==> src/rtl/ccg_pkg.sv <==
package ccg_pkg;

  typedef enum logic [1:0] {
    CCG_REG_DIV  = 2'd0,
    CCG_REG_SRC  = 2'd1,
    CCG_REG_GATE = 2'd2
  } ccg_reg_e;

  // A setting of zero passes the input clock straight through.
  function automatic logic ccg_is_bypass(input int unsigned n);
    return n == 0;
  endfunction

  // Last count value of a half period before the level flips.
  function automatic int unsigned ccg_last_count(input int unsigned n);
    return (n == 0) ? 0 : n - 1;
  endfunction

  // Full divide ratio for a setting.
  function automatic int unsigned ccg_ratio(input int unsigned n);
    return (n == 0) ? 1 : 2 * n;
  endfunction

endpackage

==> src/rtl/ccg_shadow.sv <==
module ccg_shadow
  import ccg_pkg::*;
#(
  parameter int NUM_DIVS  = 4,
  parameter int NUM_SLOTS = 2,
  parameter int DIV_W     = 8,
  parameter int DATA_W    = 32,
  localparam int SEL_W    = (NUM_DIVS > 1) ? $clog2(NUM_DIVS) : 1
) (
  input  logic                                clk,
  input  logic                                rst_n,
  input  logic                                cfg_we,
  input  logic [1:0]                          cfg_addr,
  input  logic [DATA_W-1:0]                   cfg_wdata,
  output logic [NUM_DIVS-1:0][DIV_W-1:0]      div_n_sh,
  output logic [NUM_SLOTS-1:0][SEL_W-1:0]     src_sh,
  output logic [NUM_SLOTS-1:0]                en_sh,
  output logic [NUM_SLOTS-1:0]                lp_sh
);

  logic unused_wdata;
  assign unused_wdata = ^cfg_wdata;

  logic wr_div, wr_src, wr_gate;
  assign wr_div  = cfg_we && (cfg_addr == CCG_REG_DIV);
  assign wr_src  = cfg_we && (cfg_addr == CCG_REG_SRC);
  assign wr_gate = cfg_we && (cfg_addr == CCG_REG_GATE);

  always_ff @(posedge clk or negedge rst_n) begin
    if (!rst_n) begin
      div_n_sh <= '0;
      src_sh   <= '0;
      en_sh    <= '0;
      lp_sh    <= '0;
    end else begin
      if (wr_div) begin
        for (int k = 0; k < NUM_DIVS; k++) begin
          div_n_sh[k] <= cfg_wdata[k*DIV_W +: DIV_W];
        end
      end
      if (wr_src) begin
        for (int s = 0; s < NUM_SLOTS; s++) begin
          src_sh[s] <= cfg_wdata[s*SEL_W +: SEL_W];
        end
      end
      if (wr_gate) begin
        for (int s = 0; s < NUM_SLOTS; s++) begin
          en_sh[s] <= cfg_wdata[s];
          lp_sh[s] <= cfg_wdata[NUM_SLOTS + s];
        end
      end
    end
  end

endmodule

==> src/rtl/ccg_divider.sv <==
module ccg_divider
  import ccg_pkg::*;
#(
  parameter int DIV_W = 8
) (
  input  logic             clk,
  input  logic             rst_n,
  input  logic             reload,
  input  logic [DIV_W-1:0] n_new,
  output logic             lvl,
  output logic             rise,
  output logic             byp
);

  logic [DIV_W-1:0] n_q;
  logic [DIV_W-1:0] cnt_q;
  logic             lvl_q;
  logic             lvl_d;
  logic             at_last;

  assign byp     = ccg_is_bypass(32'(n_q));
  assign at_last = (cnt_q == DIV_W'(ccg_last_count(32'(n_q))));

  always_ff @(posedge clk or negedge rst_n) begin
    if (!rst_n) begin
      n_q   <= '0;
      cnt_q <= '0;
      lvl_q <= 1'b1;
      lvl_d <= 1'b1;
    end else begin
      lvl_d <= lvl_q;
      if (reload) begin
        n_q   <= n_new;
        cnt_q <= '0;
        lvl_q <= ccg_is_bypass(32'(n_new));
      end else if (byp) begin
        cnt_q <= '0;
        lvl_q <= 1'b1;
      end else if (at_last) begin
        cnt_q <= '0;
        lvl_q <= ~lvl_q;
      end else begin
        cnt_q <= cnt_q + DIV_W'(1);
      end
    end
  end

  assign lvl  = lvl_q;
  assign rise = byp | (lvl_q & ~lvl_d);


  div_cnt_range_chk: assert property (@(posedge clk) disable iff (!rst_n)
    (n_q != '0) |-> (cnt_q < n_q));


  div_half_hold_chk: assert property (@(posedge clk) disable iff (!rst_n)
    (!reload && n_q != '0 && cnt_q != n_q - DIV_W'(1)) |=> $stable(lvl_q));


  div_bypass_chk: assert property (@(posedge clk) disable iff (!rst_n)
    (!reload && n_q == '0) |=> (lvl_q && n_q == '0));

endmodule

==> src/rtl/ccg_slot.sv <==
module ccg_slot #(
  parameter int NUM_DIVS = 4,
  localparam int SEL_W   = (NUM_DIVS > 1) ? $clog2(NUM_DIVS) : 1
) (
  input  logic                clk,
  input  logic                rst_n,
  input  logic                load,
  input  logic                hold,
  input  logic                idle,
  input  logic [SEL_W-1:0]    src_new,
  input  logic                en_new,
  input  logic                lp_new,
  input  logic [NUM_DIVS-1:0] div_lvl,
  input  logic [NUM_DIVS-1:0] div_rise,
  input  logic [NUM_DIVS-1:0] div_byp,
  output logic                clk_out,
  output logic                ce_out,
  output logic                parked
);

  logic [SEL_W-1:0] src_q;
  logic             en_q;
  logic             lp_q;
  logic             gate_q;
  logic             want;
  logic             safe;
  logic             sel_lvl;
  logic             sel_rise;
  logic             sel_byp;

  assign sel_lvl  = div_lvl[src_q];
  assign sel_rise = div_rise[src_q];
  assign sel_byp  = div_byp[src_q];

  assign want = en_q & ~(lp_q & idle) & ~hold;
  assign safe = sel_byp | ~sel_lvl;

  always_ff @(posedge clk or negedge rst_n) begin
    if (!rst_n) begin
      src_q  <= '0;
      en_q   <= 1'b0;
      lp_q   <= 1'b0;
      gate_q <= 1'b0;
    end else begin
      if (load) begin
        src_q <= src_new;
        en_q  <= en_new;
        lp_q  <= lp_new;
      end
      if ((want != gate_q) && safe) begin
        gate_q <= want;
      end
    end
  end

  assign clk_out = gate_q & sel_lvl;
  assign ce_out  = gate_q & sel_rise;
  assign parked  = ~gate_q;


  gate_low_phase_chk: assert property (@(posedge clk) disable iff (!rst_n)
    !$stable(gate_q) |-> $past(safe));


  switch_stopped_chk: assert property (@(posedge clk) disable iff (!rst_n)
    load |-> !gate_q);


  gate_no_start_chk: assert property (@(posedge clk) disable iff (!rst_n)
    (!gate_q && !want) |=> !gate_q);

endmodule

==> src/rtl/ccg_update.sv <==
module ccg_update (
  input  logic clk,
  input  logic rst_n,
  input  logic upd_req,
  input  logic parked_all,
  output logic load,
  output logic busy,
  output logic ack
);

  logic pending_q;
  logic ack_q;

  assign load = pending_q & parked_all;

  always_ff @(posedge clk or negedge rst_n) begin
    if (!rst_n) begin
      pending_q <= 1'b0;
      ack_q     <= 1'b0;
    end else begin
      ack_q <= load;
      if (load) begin
        pending_q <= 1'b0;
      end else if (upd_req) begin
        pending_q <= 1'b1;
      end
    end
  end

  assign busy = pending_q;
  assign ack  = ack_q;


  ack_single_chk: assert property (@(posedge clk) disable iff (!rst_n)
    ack_q |=> !ack_q);


  ack_after_busy_chk: assert property (@(posedge clk) disable iff (!rst_n)
    ack_q |-> (!pending_q && $past(pending_q)));


  busy_until_parked_chk: assert property (@(posedge clk) disable iff (!rst_n)
    (pending_q && !parked_all) |=> pending_q);

endmodule

==> src/rtl/card_clk_gen.sv <==
module card_clk_gen #(
  parameter int NUM_DIVS  = 4,
  parameter int NUM_SLOTS = 2,
  parameter int DIV_W     = 8,
  parameter int DATA_W    = 32
) (
  input  logic                 clk,
  input  logic                 rst_n,
  input  logic                 cfg_we,
  input  logic [1:0]           cfg_addr,
  input  logic [DATA_W-1:0]    cfg_wdata,
  input  logic                 upd_req,
  input  logic [NUM_SLOTS-1:0] slot_idle,
  output logic                 upd_busy,
  output logic                 upd_ack,
  output logic [NUM_SLOTS-1:0] slot_clk,
  output logic [NUM_SLOTS-1:0] slot_ce
);

  localparam int SEL_W = (NUM_DIVS > 1) ? $clog2(NUM_DIVS) : 1;

  logic [NUM_DIVS-1:0][DIV_W-1:0]  div_n_sh;
  logic [NUM_SLOTS-1:0][SEL_W-1:0] src_sh;
  logic [NUM_SLOTS-1:0]            en_sh;
  logic [NUM_SLOTS-1:0]            lp_sh;

  logic [NUM_DIVS-1:0]  div_lvl;
  logic [NUM_DIVS-1:0]  div_rise;
  logic [NUM_DIVS-1:0]  div_byp;
  logic [NUM_SLOTS-1:0] slot_parked;
  logic                 parked_all;
  logic                 load;

  assign parked_all = &slot_parked;

  ccg_shadow #(
    .NUM_DIVS (NUM_DIVS),
    .NUM_SLOTS(NUM_SLOTS),
    .DIV_W    (DIV_W),
    .DATA_W   (DATA_W)
  ) u_shadow (
    .clk      (clk),
    .rst_n    (rst_n),
    .cfg_we   (cfg_we),
    .cfg_addr (cfg_addr),
    .cfg_wdata(cfg_wdata),
    .div_n_sh (div_n_sh),
    .src_sh   (src_sh),
    .en_sh    (en_sh),
    .lp_sh    (lp_sh)
  );

  ccg_update u_update (
    .clk       (clk),
    .rst_n     (rst_n),
    .upd_req   (upd_req),
    .parked_all(parked_all),
    .load      (load),
    .busy      (upd_busy),
    .ack       (upd_ack)
  );

  for (genvar k = 0; k < NUM_DIVS; k++) begin : g_div
    ccg_divider #(.DIV_W(DIV_W)) u_div (
      .clk   (clk),
      .rst_n (rst_n),
      .reload(load),
      .n_new (div_n_sh[k]),
      .lvl   (div_lvl[k]),
      .rise  (div_rise[k]),
      .byp   (div_byp[k])
    );
  end

  for (genvar s = 0; s < NUM_SLOTS; s++) begin : g_slot
    ccg_slot #(.NUM_DIVS(NUM_DIVS)) u_slot (
      .clk     (clk),
      .rst_n   (rst_n),
      .load    (load),
      .hold    (upd_busy),
      .idle    (slot_idle[s]),
      .src_new (src_sh[s]),
      .en_new  (en_sh[s]),
      .lp_new  (lp_sh[s]),
      .div_lvl (div_lvl),
      .div_rise(div_rise),
      .div_byp (div_byp),
      .clk_out (slot_clk[s]),
      .ce_out  (slot_ce[s]),
      .parked  (slot_parked[s])
    );
  end


  ce_with_high_chk: assert property (@(posedge clk) disable iff (!rst_n)
    ((slot_ce & ~slot_clk) == '0));


  ack_all_parked_chk: assert property (@(posedge clk) disable iff (!rst_n)
    upd_ack |-> parked_all);

endmodule

==> config.mk <==
export PLATFORM = sky130hd
export DESIGN_NAME = card_clk_gen
export DESIGN_NICKNAME = d
export VERILOG_FILES = /design/src/rtl/ccg_pkg.sv /design/src/rtl/ccg_shadow.sv /design/src/rtl/ccg_divider.sv /design/src/rtl/ccg_slot.sv /design/src/rtl/ccg_update.sv /design/src/rtl/card_clk_gen.sv
export SDC_FILE = /design/constraint.sdc
export NUM_CORES = 1
export LEC_CHECK = 0
export CORE_MARGIN = 2
export CORE_UTILIZATION = 50
export CTS_CLUSTER_DIAMETER = 30
export DETAILED_ROUTE_END_ITERATION = 8
export DONT_BUFFER_PORTS = 1
export SYNTH_ARGS = -nofsm -noshare
export SYNTH_HDL_FRONTEND = slang
export SYNTH_SLANG_ARGS = --single-unit
==> constraint.sdc <==
create_clock -name clk -period 3.3 [get_ports clk]
set_clock_uncertainty 0.2 [all_clocks]
set_input_delay 0.165 -clock clk [delete_from_list [all_inputs] [get_ports clk]]
set_output_delay 0.165 -clock clk [all_outputs]
set_load 0.02 [all_outputs]
==> impl_metrics.py, run 1 <==
metrics = {
    "power": {
        "power_density_mw_per_mm2": 945,
        "clock_power_share_pct": 24.5,
        "share_seq_of_total_power_pct": 36.1,
        "power.switching_mw": 2.94,
        "ir_drop_mv": 0.496,
        "power_mw": 7.54,
        "power_report.internal_total_mw": 4.60,
        "switching_share_pct": 39.0,
        "leakagePower_nw": 3.45,
        "combinationalPowerShare_pct": 39.4,
    },
    "sta": {
        "fin_worst_hold_slack_ns": 0.145,
        "rsz0062_at_grt": "false",
        "slew_headroom_pct": 58.6,
        "setup_slack_ns": 0.146,
        "fin_tns_setup_ns": 0,
        "tightestPinTransition_ns": 0.621,
        "hold_viol_final": 0,
        "finalSetupViolations": 0,
        "final_max_slew_viol_count": 0,
        "fin_crit_ns": 3.15,
        "clock.fmax_mhz": 317,
        "period_share_pct": 95.6,
    },
    "place": {
        "detailedPlace.worstSlack_ns": 0.331,
        "dp_hpwl_um": 10400,
        "finalWeightedCongestion": 0.895,
        "portBuffers": 0,
        "post-place-cells": 853,
    },
    "final_layout": {
        "antenna_cells": 0,
        "fin_nets": 792,
        "fillCellCount": 1141,
        "seq_area_mm2": 0.00311,
        "multiInputGateArea_mm2": 0.00342,
        "instances_no_fill": 929,
        "areaGrowthSynthToFinish_pct": 17.3,
        "drive_gt1_share_pct": 14.9,
    },
    "clock_network": {
        "clkLatencyLatePin_ns": 0.41,
        "cts_post_setup_buffers_inserted": 0,
        "clock_tree.htree_level_count": 4,
        "clk_transition_reported_paths_ns": 0.06,
        "cts-buffers-inserted": 17,
        "cts_tree": "built",
        "cts.sink_count": 124,
        "maximum_clock_path_buffer_count": 2,
        "cts_root_buffer": "sky130_fd_sc_hd__clkbuf_16",
    },
    "setup_path": {
        "startpoint_type": "flip-flop",
        "cp-startpoint": "g_div[1].u_div.n_q[0]",
        "cp_max_fo": 6,
        "timing.rr.start": "g_div[0].u_div.n_q[2]",
        "setup.worst_path.end_class": "output port",
        "worst_setup_ep": "slot_ce[1]",
        "ff2ff_path_depth": 7,
        "r2r_setup_slack_ns": 0.31,
        "timing.rr.end": "g_div[0].u_div.cnt_q[3]",
        "cp_data_arrival_time_ns": 2.79,
        "critical_path_rt_ns": 2.93,
        "type_of_the_setup_path_with_the_least_slack": "reg2out",
    },
    "routing": {
        "routedWlPerCell_um": 16.7,
        "route.detailed.vias_per_inst": 5.73,
        "drtPass1Iterations": 4,
        "remaining_drc_errors": 0,
        "route.vias.total": 5326,
        "drt_iter0_drc": 331,
        "totalWireLength_um": 15500,
        "antenna_violating_nets_post_route": 0,
    },
    "floorplanning": {
        "rows": 42,
        "dieHeight_um": 121,
        "die_area_mm2": 0.0146,
        "io-pin-count": 46,
        "core_region_area_mm2": 0.0132,
        "start_util_pct": 51.4,
        "die_width_um": 121,
    },
    "synthesis": {
        "ys_async_sr_fraction_pct": 100,
        "synth.top_cells.by_area": "sky130_fd_sc_hd__dfrtp_1, sky130_fd_sc_hd__mux2_2, sky130_fd_sc_hd__nand2_1",
        "synth_seq_cells": 124,
        "muxShareOfSynthArea_pct": 9.40,
        "yosys_warnings": 0,
        "synth_fa_ha_area_share_pct": 2.21,
        "synth.distinct_cells": 73,
        "synth-compound-area-share_pct": 11.4,
        "ys_dominant_reg_cell": "sky130_fd_sc_hd__dfrtp_1",
        "syn-cell-area_mm2": 0.00680,
        "netlist_instances": 704,
        "synth_top_family_by_area": "simple AND/OR/NAND/NOR gates",
        "synth_area_leader_cell": "sky130_fd_sc_hd__dfrtp_1",
        "xor_xnor_share_of_the_synthesized_area_pct": 5.35,
        "synthesis.nets": 756,
        "post_synth_and_or_nand_nor_area_fraction_pct": 21.7,
        "synth_top_area_share_pct": 42.7,
        "synth.yosys.seq_area_share_pct": 45.8,
        "postSynthAreaPerCell_um2": 9.66,
        "number_of_enable_flip_flop_cells_after_synthesis": 0,
    },
    "global_route": {
        "grt_use_total_pct": 22.6,
        "grt_max_degree": 125,
        "antenna_found_initial": 0,
        "grt_first_pass_wirelength_um": 26000,
        "grt_pass1_vias": 5332,
        "globalRoute.totalOverflow": 0,
    },
    "min_path": {
        "hold_path_class": "in2reg",
        "holdPathStages": 3,
    },
    "job": {
        "drv.max_cap_violation_count": 0,
    },
    "status": {
        "run_status": "complete, no violations",
    },
}
==> how the worst min path moves through the flow <==
stage,end,start
2_1_floorplan,g_div[0].u_div.cnt_q[0],rst_n
3_3_place_gp,g_div[1].u_div.cnt_q[7],rst_n
3_5_place_dp,g_div[1].u_div.n_q[6],rst_n
4_1_cts,u_shadow.div_n_sh[5],cfg_addr[1]
5_1_grt,u_shadow.div_n_sh[6],cfg_addr[1]
6_report,u_shadow.div_n_sh[6],cfg_addr[1]
==> routing by layer <==
| metal | up-vias | GRT usage (%) | routed length, um |
|---|---|---|---|
| li1 | 2564 | - | - |
| met1 | 2635 | 29.6 | 7020 |
| met2 | 104 | 37.3 | 7670 |
| met3 | 23 | 5.14 | 516 |
| met4 | 0 | 7.27 | 272 |
| met5 | - | 0 | 0 |
==> layout make-up <==
class,count,area share [%]
clock inverters,6,1.04
inverters,29,1.36
multi-input cells,515,42.8
flip-flops and latches,124,39.0
clock buffers,26,6.38
repair buffers,53,6.59
well taps,176,2.76
==> critical path, stage by stage, from the launching register on <==
cell                      delay [ns]
sky130_fd_sc_hd__dfrtp_1        0.43
sky130_fd_sc_hd__inv_1          0.14
sky130_fd_sc_hd__ha_1           0.22
sky130_fd_sc_hd__or3b_2         0.50
sky130_fd_sc_hd__nor2_2         0.19
sky130_fd_sc_hd__a21oi_1        0.10
sky130_fd_sc_hd__mux4_2         0.48
sky130_fd_sc_hd__nor2b_2        0.29
==> cell families (layout without fill, tap and decap cells) <==
group | count (synthesis) | count (layout)
AOI/OAI and AO/OA | 109 | 109
xor gates and xnor gates | 40 | 40
adders and majority gates | 12 | 12
buffers and inverters | 65 | 114
DFF | 124 | 124
muxes | 51 | 51
and+or+nand+nor | 303 | 303
==> sequential cells by signal, summed over array words and instances, names as in the netlist, 2 cells and up <==
signal,count
g_div.u_div.cnt_q,32
g_div.u_div.n_q,32
u_shadow.div_n_sh,32
g_div.u_div.lvl,4
g_div.u_div.lvl_d,4
g_slot.u_slot.src_q,4
u_shadow.src_sh,4
g_slot.u_slot.en_q,2
g_slot.u_slot.gate_q,2
g_slot.u_slot.lp_q,2
u_shadow.en_sh,2
u_shadow.lp_sh,2
==> cells in the final DEF (no fill, tap or decap), types with 4 or more instances in the layout <==
master,synthesis,final
sky130_fd_sc_hd__a211oi_1,6,6
sky130_fd_sc_hd__a21o_1,4,4
sky130_fd_sc_hd__a21oi_1,11,11
sky130_fd_sc_hd__a31oi_1,9,9
sky130_fd_sc_hd__and3_1,7,7
sky130_fd_sc_hd__buf_4,5,9
sky130_fd_sc_hd__clkbuf_1,22,4
sky130_fd_sc_hd__clkbuf_16,0,17
sky130_fd_sc_hd__clkbuf_8,0,5
sky130_fd_sc_hd__dfrtp_1,116,116
sky130_fd_sc_hd__dfstp_2,8,8
sky130_fd_sc_hd__dlygate4sd3_1,0,43
sky130_fd_sc_hd__ha_1,12,12
sky130_fd_sc_hd__inv_1,29,28
sky130_fd_sc_hd__mux2_2,43,43
sky130_fd_sc_hd__mux4_2,6,6
sky130_fd_sc_hd__nand2_1,118,118
sky130_fd_sc_hd__nand2b_1,13,13
sky130_fd_sc_hd__nand3_1,18,18
sky130_fd_sc_hd__nand3b_1,5,5
sky130_fd_sc_hd__nor2_1,64,63
sky130_fd_sc_hd__nor3_1,15,15
sky130_fd_sc_hd__nor4_1,13,13
sky130_fd_sc_hd__nor4b_1,4,4
sky130_fd_sc_hd__o21a_1,6,6
sky130_fd_sc_hd__o21ai_0,24,24
sky130_fd_sc_hd__o31ai_1,4,4
sky130_fd_sc_hd__or2_2,4,4
sky130_fd_sc_hd__or3_1,10,10
sky130_fd_sc_hd__or4_1,8,8
sky130_fd_sc_hd__xnor2_1,24,24
sky130_fd_sc_hd__xor2_1,15,15
==> power by group through the flow <==
| stage | Clock, mW | Sequential [mW] | Combinational [mW] |
|---|---|---|---|
| global route | 1.96 | 2.81 | 3.34 |
| global placement | 0 | 2.71 | 2.81 |
| floorplan | 0 | 2.42 | 2.50 |
| finish | 1.85 | 2.72 | 2.97 |
| detailed placement | 0 | 2.73 | 2.85 |
| CTS | 1.88 | 2.71 | 2.97 |
==> what timing repair did <==
item,4_1_cts,5_1_grt
resized for setup,2,1
hold buffers,44,0
setup endpoints to repair,2,2
endpoints found under the hold margin,167,0
==> through the flow <==
| stage | utilization (%) | instance area, um^2 |
|---|---|---|
| global route | 60.2 | 7980 |
| floorplan | - | 6800 |
| global placement | 52.3 | 6920 |
| CTS | 60.2 | 7980 |
| detailed placement | 52.3 | 6920 |
| finish | 60.2 | 7980 |
==> synthesized netlist by cell type, drive strengths merged, types with 11 or more instances <==
| master | number |
|---|---|
| nand2 | 118 |
| dfrtp | 116 |
| nor2 | 64 |
| mux2 | 43 |
| inv | 29 |
| o21ai | 25 |
| xnor2 | 24 |
| clkbuf | 23 |
| nand3 | 18 |
| nor3 | 16 |
| nor4 | 16 |
| xor2 | 15 |
| buf | 13 |
| nand2b | 13 |
| ha | 12 |
| a21oi | 11 |
Note: power is estimated with default switching activity, not from simulation.
==> inputs of run 2 (changes only) <==
CORE_UTILIZATION = 42   (was 50)
==> run 2 against run 1 <==
Setup slack better by 0.014 ns. Sequential power about the same. Clock-buffer cell count down 8. Non-clock buffer count up 4. Total power up 2.0%. First-iteration DRC count down 2.1%. Final area up 1.6%. Wire length down 2.3%. Combinational power about the same. Via count about the same. Fmax up 0.46%. Die area up 18%. Largest cell class unchanged. Largest power group unchanged.
==> impl_metrics.py, run 2 (synthesis gave the netlist of run 1 again) <==
metrics = {
    "setup_path": {
        "r2r_setup_slack_ns": 0.31,
        "timing.rr.start": "g_div[0].u_div.n_q[2]",
        "critical_path_rt_ns": 2.93,
        "worst_setup_ep": "slot_ce[1]",
        "type_of_the_setup_path_with_the_least_slack": "reg2out",
        "startpoint_type": "flip-flop",
        "timing.rr.end": "g_div[0].u_div.cnt_q[4]",
        "ff2ff_path_depth": 7,
        "cp_max_fo": 6,
        "setup.worst_path.end_class": "output port",
        "cp-startpoint": "g_div[1].u_div.n_q[0]",
        "cp_data_arrival_time_ns": 2.77,
    },
    "clock_network": {
        "maximum_clock_path_buffer_count": 2,
        "cts-buffers-inserted": 17,
        "clkLatencyLatePin_ns": 0.42,
        "clk_transition_reported_paths_ns": 0.06,
        "cts_post_setup_buffers_inserted": 0,
        "cts_root_buffer": "sky130_fd_sc_hd__clkbuf_16",
        "cts_tree": "built",
        "cts.sink_count": 124,
        "clock_tree.htree_level_count": 4,
    },
    "floorplanning": {
        "die_width_um": 131,
        "start_util_pct": 43.0,
        "core_region_area_mm2": 0.0158,
        "io-pin-count": 46,
        "dieHeight_um": 131,
        "die_area_mm2": 0.0172,
        "rows": 46,
    },
    "sta": {
        "fin_crit_ns": 3.14,
        "rsz0062_at_grt": "false",
        "finalSetupViolations": 0,
        "tightestPinTransition_ns": 0.595,
        "period_share_pct": 95.1,
        "hold_viol_final": 0,
        "clock.fmax_mhz": 319,
        "slew_headroom_pct": 60.3,
        "fin_worst_hold_slack_ns": 0.0267,
        "fin_tns_setup_ns": 0,
        "final_max_slew_viol_count": 0,
    },
    "global_route": {
        "grt_use_total_pct": 18.7,
        "antenna_found_initial": 0,
        "grt_first_pass_wirelength_um": 26200,
        "globalRoute.totalOverflow": 0,
        "grt_pass1_vias": 5449,
        "grt_max_degree": 125,
    },
    "final_layout": {
        "instances_no_fill": 973,
        "fin_util_pct": 51.2,
        "fin_nets": 796,
        "final_cell_mix": "sky130_fd_sc_hd__nand2_1, sky130_fd_sc_hd__dfrtp_1, sky130_fd_sc_hd__nor2_1",
        "drive_gt1_share_pct": 16.1,
        "fillCellCount": 1390,
        "antenna_cells": 0,
        "seq_area_mm2": 0.00311,
        "multiInputGateArea_mm2": 0.00343,
        "mostFrequentLayoutCell": "sky130_fd_sc_hd__nand2_1",
        "largest_regs": "g_div.u_div.cnt_q (32), g_div.u_div.n_q (32), u_shadow.div_n_sh (32)",
        "areaGrowthSynthToFinish_pct": 19.2,
    },
    "routing": {
        "remaining_drc_errors": 0,
        "drtPass1Iterations": 6,
        "totalWireLength_um": 15100,
        "routedWlPerCell_um": 15.5,
        "drt_iter0_drc": 324,
        "route.vias.total": 5324,
        "route.detailed.vias_per_inst": 5.47,
        "antenna_violating_nets_post_route": 0,
    },
    "min_path": {
        "holdPathStages": 3,
        "hold_path_class": "in2reg",
    },
    "power": {
        "power_mw": 7.69,
        "ir_drop_mv": 0.481,
        "power_density_mw_per_mm2": 948,
        "leakagePower_nw": 3.48,
    },
    "place": {
        "post-place-cells": 898,
        "portBuffers": 0,
        "dp_hpwl_um": 10500,
        "finalWeightedCongestion": 0.989,
    },
    "status": {
        "run_status": "complete, no violations",
    },
    "job": {
        "drv.max_cap_violation_count": 0,
    },
}
==> run 2: area by class of cell <==
type                    instances  area share [%]
multi-input cells             515            42.3
clock buffers                  18            5.42
inverters                      29            1.34
well taps                     216            3.33
clock inverters                14            2.39
repair buffers                 57            6.82
flip-flops and latches        124            38.4
==> run 2: repair_timing <==
action	CTS	global route
endpoints found under the hold margin	167	0
gates resized for setup	2	3
setup endpoints to repair	2	2
hold buffers	43	0
==> run 2: layer usage <==
| metal | track usage (%) | wire length, um | up-vias |
|---|---|---|---|
| met1 | 23.2 | 6900 | 2613 |
| met5 | 0 | 0 | - |
| met3 | 4.90 | 552 | 21 |
| li1 | - | - | 2573 |
| met2 | 31.3 | 7400 | 117 |
| met4 | 7.19 | 263 | 0 |
==> run 2: metrics by stage <==
stage	area (um^2)	setup WS, ns
after global routing	8100	0.0212
final	8100	0.161
after global placement	7010	0.390
after floorplan	6800	0.529
after CTS	8090	0.0374
after detailed placement	7010	0.321
==> run 2: where the power goes <==
part | switching [mW] | total (mW) | internal [mW]
clock | 0.696 | 1.98 | 1.28
combinational | 1.61 | 3.00 | 1.38
sequential | 0.677 | 2.71 | 2.03
total | 2.98 | 7.69 | 4.70
==> run 2: critical path, cell delays in order, from the launching register on <==
cell and delay (ns):
sky130_fd_sc_hd__dfrtp_1 0.43, sky130_fd_sc_hd__inv_1 0.15, sky130_fd_sc_hd__ha_2 0.23, sky130_fd_sc_hd__or3b_2 0.52, sky130_fd_sc_hd__nor2_4 0.15, sky130_fd_sc_hd__a21oi_1 0.08, sky130_fd_sc_hd__mux4_2 0.48, sky130_fd_sc_hd__nor2b_2 0.16
sky130_fd_sc_hd__buf_4 0.16
==> run 2: how the worst min path moves through the flow <==
stage,endpoint,from,slack [ns]
global route,u_shadow.div_n_sh[27],cfg_addr[1],0.02
detailed placement,u_shadow.div_n_sh[14],rst_n,-0.32
finish,u_shadow.div_n_sh[29],cfg_addr[1],0.03
floorplan,g_div[0].u_div.cnt_q[0],rst_n,-0.33
global placement,u_shadow.div_n_sh[14],rst_n,-0.32
CTS,u_shadow.div_n_sh[29],cfg_addr[1],0.008
==> inputs of run 3 (changes only) <==
MAX_ROUTING_LAYER = met4   (was unset)
==> run 3 against run 2 <==
Fmax shrank 1.1%. Wire length is 5.3% higher. Combinational power rose by 1%. Sequential share of layout area is 0.059 points higher. Final area decreased by 0.15%. Clock power about the same. Setup slack worse by 0.033 ns. Final cell count shrank 0.21%. First-iteration DRC count shrank 10%. Largest power group unchanged.
==> impl_metrics.py, run 3 (synthesis gave the netlist of run 1 again) <==
metrics = {
    "sta": {
        "finalSetupViolations": 0,
        "fin_crit_ns": 3.17,
        "rsz0062_at_grt": "false",
        "fin_tns_setup_ns": 0,
        "period_share_pct": 96.1,
        "clock.fmax_mhz": 315,
        "tightestPinTransition_ns": 0.744,
        "slew_headroom_pct": 50.3,
        "final_max_slew_viol_count": 0,
        "hold_viol_final": 0,
    },
    "final_layout": {
        "largest_regs": "g_div.u_div.cnt_q (32), g_div.u_div.n_q (32), u_shadow.div_n_sh (32)",
        "seq_area_mm2": 0.00311,
        "areaGrowthSynthToFinish_pct": 19.0,
        "finish.instance_area_mm2": 0.00809,
        "multiInputGateArea_mm2": 0.00344,
        "antenna_cells": 0,
        "drive_gt1_share_pct": 16.0,
        "fillCellCount": 1394,
        "instances_no_fill": 971,
        "fin_nets": 794,
        "final_cell_mix": "sky130_fd_sc_hd__nand2_1, sky130_fd_sc_hd__dfrtp_1, sky130_fd_sc_hd__nor2_1",
        "mostFrequentLayoutCell": "sky130_fd_sc_hd__nand2_1",
    },
    "routing": {
        "drt_iter0_drc": 290,
        "route.vias.total": 5375,
        "drtPass1Iterations": 6,
        "remaining_drc_errors": 0,
        "route.detailed.vias_per_inst": 5.54,
        "routedWlPerCell_um": 16.4,
        "totalWireLength_um": 15900,
        "antenna_violating_nets_post_route": 0,
    },
    "clock_network": {
        "cts.sink_count": 124,
        "cts_root_buffer": "sky130_fd_sc_hd__clkbuf_16",
        "clock_tree.htree_level_count": 4,
        "cts-buffers-inserted": 17,
        "clkLatencyLatePin_ns": 0.43,
        "maximum_clock_path_buffer_count": 2,
        "cts_tree": "built",
        "clk_transition_reported_paths_ns": 0.06,
        "cts_post_setup_buffers_inserted": 0,
    },
    "power": {
        "share_seq_of_total_power_pct": 35.3,
        "leakagePower_nw": 3.46,
        "power.switching_mw": 3.06,
        "power_density_mw_per_mm2": 952,
        "power_mw": 7.71,
        "switching_share_pct": 39.8,
        "clock_power_share_pct": 25.3,
        "ir_drop_mv": 0.558,
        "combinationalPowerShare_pct": 39.5,
        "power_report.internal_total_mw": 4.64,
    },
    "global_route": {
        "grt_pass1_vias": 5520,
        "global_route.peak_usage_layer": "met2",
        "grt_use_total_pct": 19.9,
        "grt_max_degree": 125,
        "grt.met1_usage_pct": 24.8,
        "gr_util_met2_pct": 32.2,
        "globalRoute.totalOverflow": 0,
        "gr-usage-met3_pct": 4.78,
        "grt_first_pass_wirelength_um": 27000,
        "antenna_found_initial": 0,
    },
    "min_path": {
        "hold_path_class": "in2reg",
    },
    "floorplanning": {
        "start_util_pct": 43.0,
        "io-pin-count": 46,
        "die_width_um": 131,
        "die_area_mm2": 0.0172,
        "dieHeight_um": 131,
        "rows": 46,
        "core_region_area_mm2": 0.0158,
    },
    "place": {
        "placed_cell_area_mm2": 0.00699,
        "dp_hpwl_um": 10800,
        "post-place-cells": 896,
        "portBuffers": 0,
        "finalWeightedCongestion": 0.911,
    },
    "setup_path": {
        "critical_path_rt_ns": 2.93,
        "type_of_the_setup_path_with_the_least_slack": "reg2out",
        "cp_max_fo": 6,
        "setup.worst_path.end_class": "output port",
        "critical_path.max_stage_delay_ns": 0.51,
        "cp_data_arrival_time_ns": 2.81,
        "crit_slowest_cell": "sky130_fd_sc_hd__or3b_2",
        "startpoint_type": "flip-flop",
        "critical_path.cell_chain": "inv_1, ha_2, or3b_2, nor2_4, a21oi_1, mux4_2, nor2b_2, buf_4",
    },
    "status": {
        "run_status": "complete, no violations",
    },
    "job": {
        "drv.max_cap_violation_count": 0,
    },
}
## run 3: what timing repair did
action / 4_1_cts / 5_1_grt
hold buffers: 43 / 0
endpoints found under the setup margin: 2 / 10
resized for setup: 3 / 6
endpoints found under the hold margin: 167 / 0
## run 3: metal layers
metal / part of all wire [%] / vias up
met3: 4.7 / 10
met2: 49 / 156
li1: - / 2562
met5: 0 / -
met4: 0.94 / 0
met1: 45 / 2647
## run 3: area by class of cell
class / instances / area share (%)
Inverter: 29 / 1.35
Tap cell: 216 / 3.34
Sequential cell: 124 / 38.5
Timing Repair Buffer: 55 / 6.65
Multi-Input combinational cell: 515 / 42.6
Clock buffer: 20 / 5.64
Clock inverter: 12 / 1.99
## run 3: power by group through the flow
stage	registers [mW]	clock network, mW	logic, mW
finish	2.72	1.95	3.04
detailed placement	2.73	0	2.88
global placement	2.71	0	2.83
CTS	2.70	1.98	3.00
floorplan	2.42	0	2.50
global route	2.81	2.05	3.43
## run 3: through the flow
stage / hold WS (ns) / setup WS, ns / util, %
4_1_cts: 0.0169 / 0.00932 / 51.0
2_1_floorplan: -0.331 / 0.529 / -
3_3_place_gp: -0.323 / 0.167 / 44.2
6_report: 0.0232 / 0.127 / 51.1
5_1_grt: 0.0271 / 0.0131 / 51.1
3_5_place_dp: -0.323 / 0.246 / 44.2
## run 3: worst paths after layout
kind	start	to	slack [ns]	cells past startpoint
worst max-delay path	g_div[1].u_div.n_q[0]	slot_ce[1]	0.13	8
worst min-delay path	cfg_addr[1]	u_shadow.div_n_sh[29]	0.02	3
worst max register to register	g_div[0].u_div.n_q[2]	g_div[0].u_div.cnt_q[7]	0.19	7
worst min register to register	g_div[0].u_div.lvl	g_div[0].u_div.lvl_d	0.19	0
max in group asynchronous	rst_n	g_div[0].u_div.n_q[0]	2.25	2
min in group asynchronous	rst_n	u_shadow.div_n_sh[14]	0.13	2
## run 3: worst max-delay path, delay by kind of cell (launching register included)
family,cells,cell delay (ns)
simple gates,3,0.84
buf+inv,2,0.32
mux,1,0.47
fa+ha+maj,1,0.23
flops,1,0.43
compound gates,1,0.08
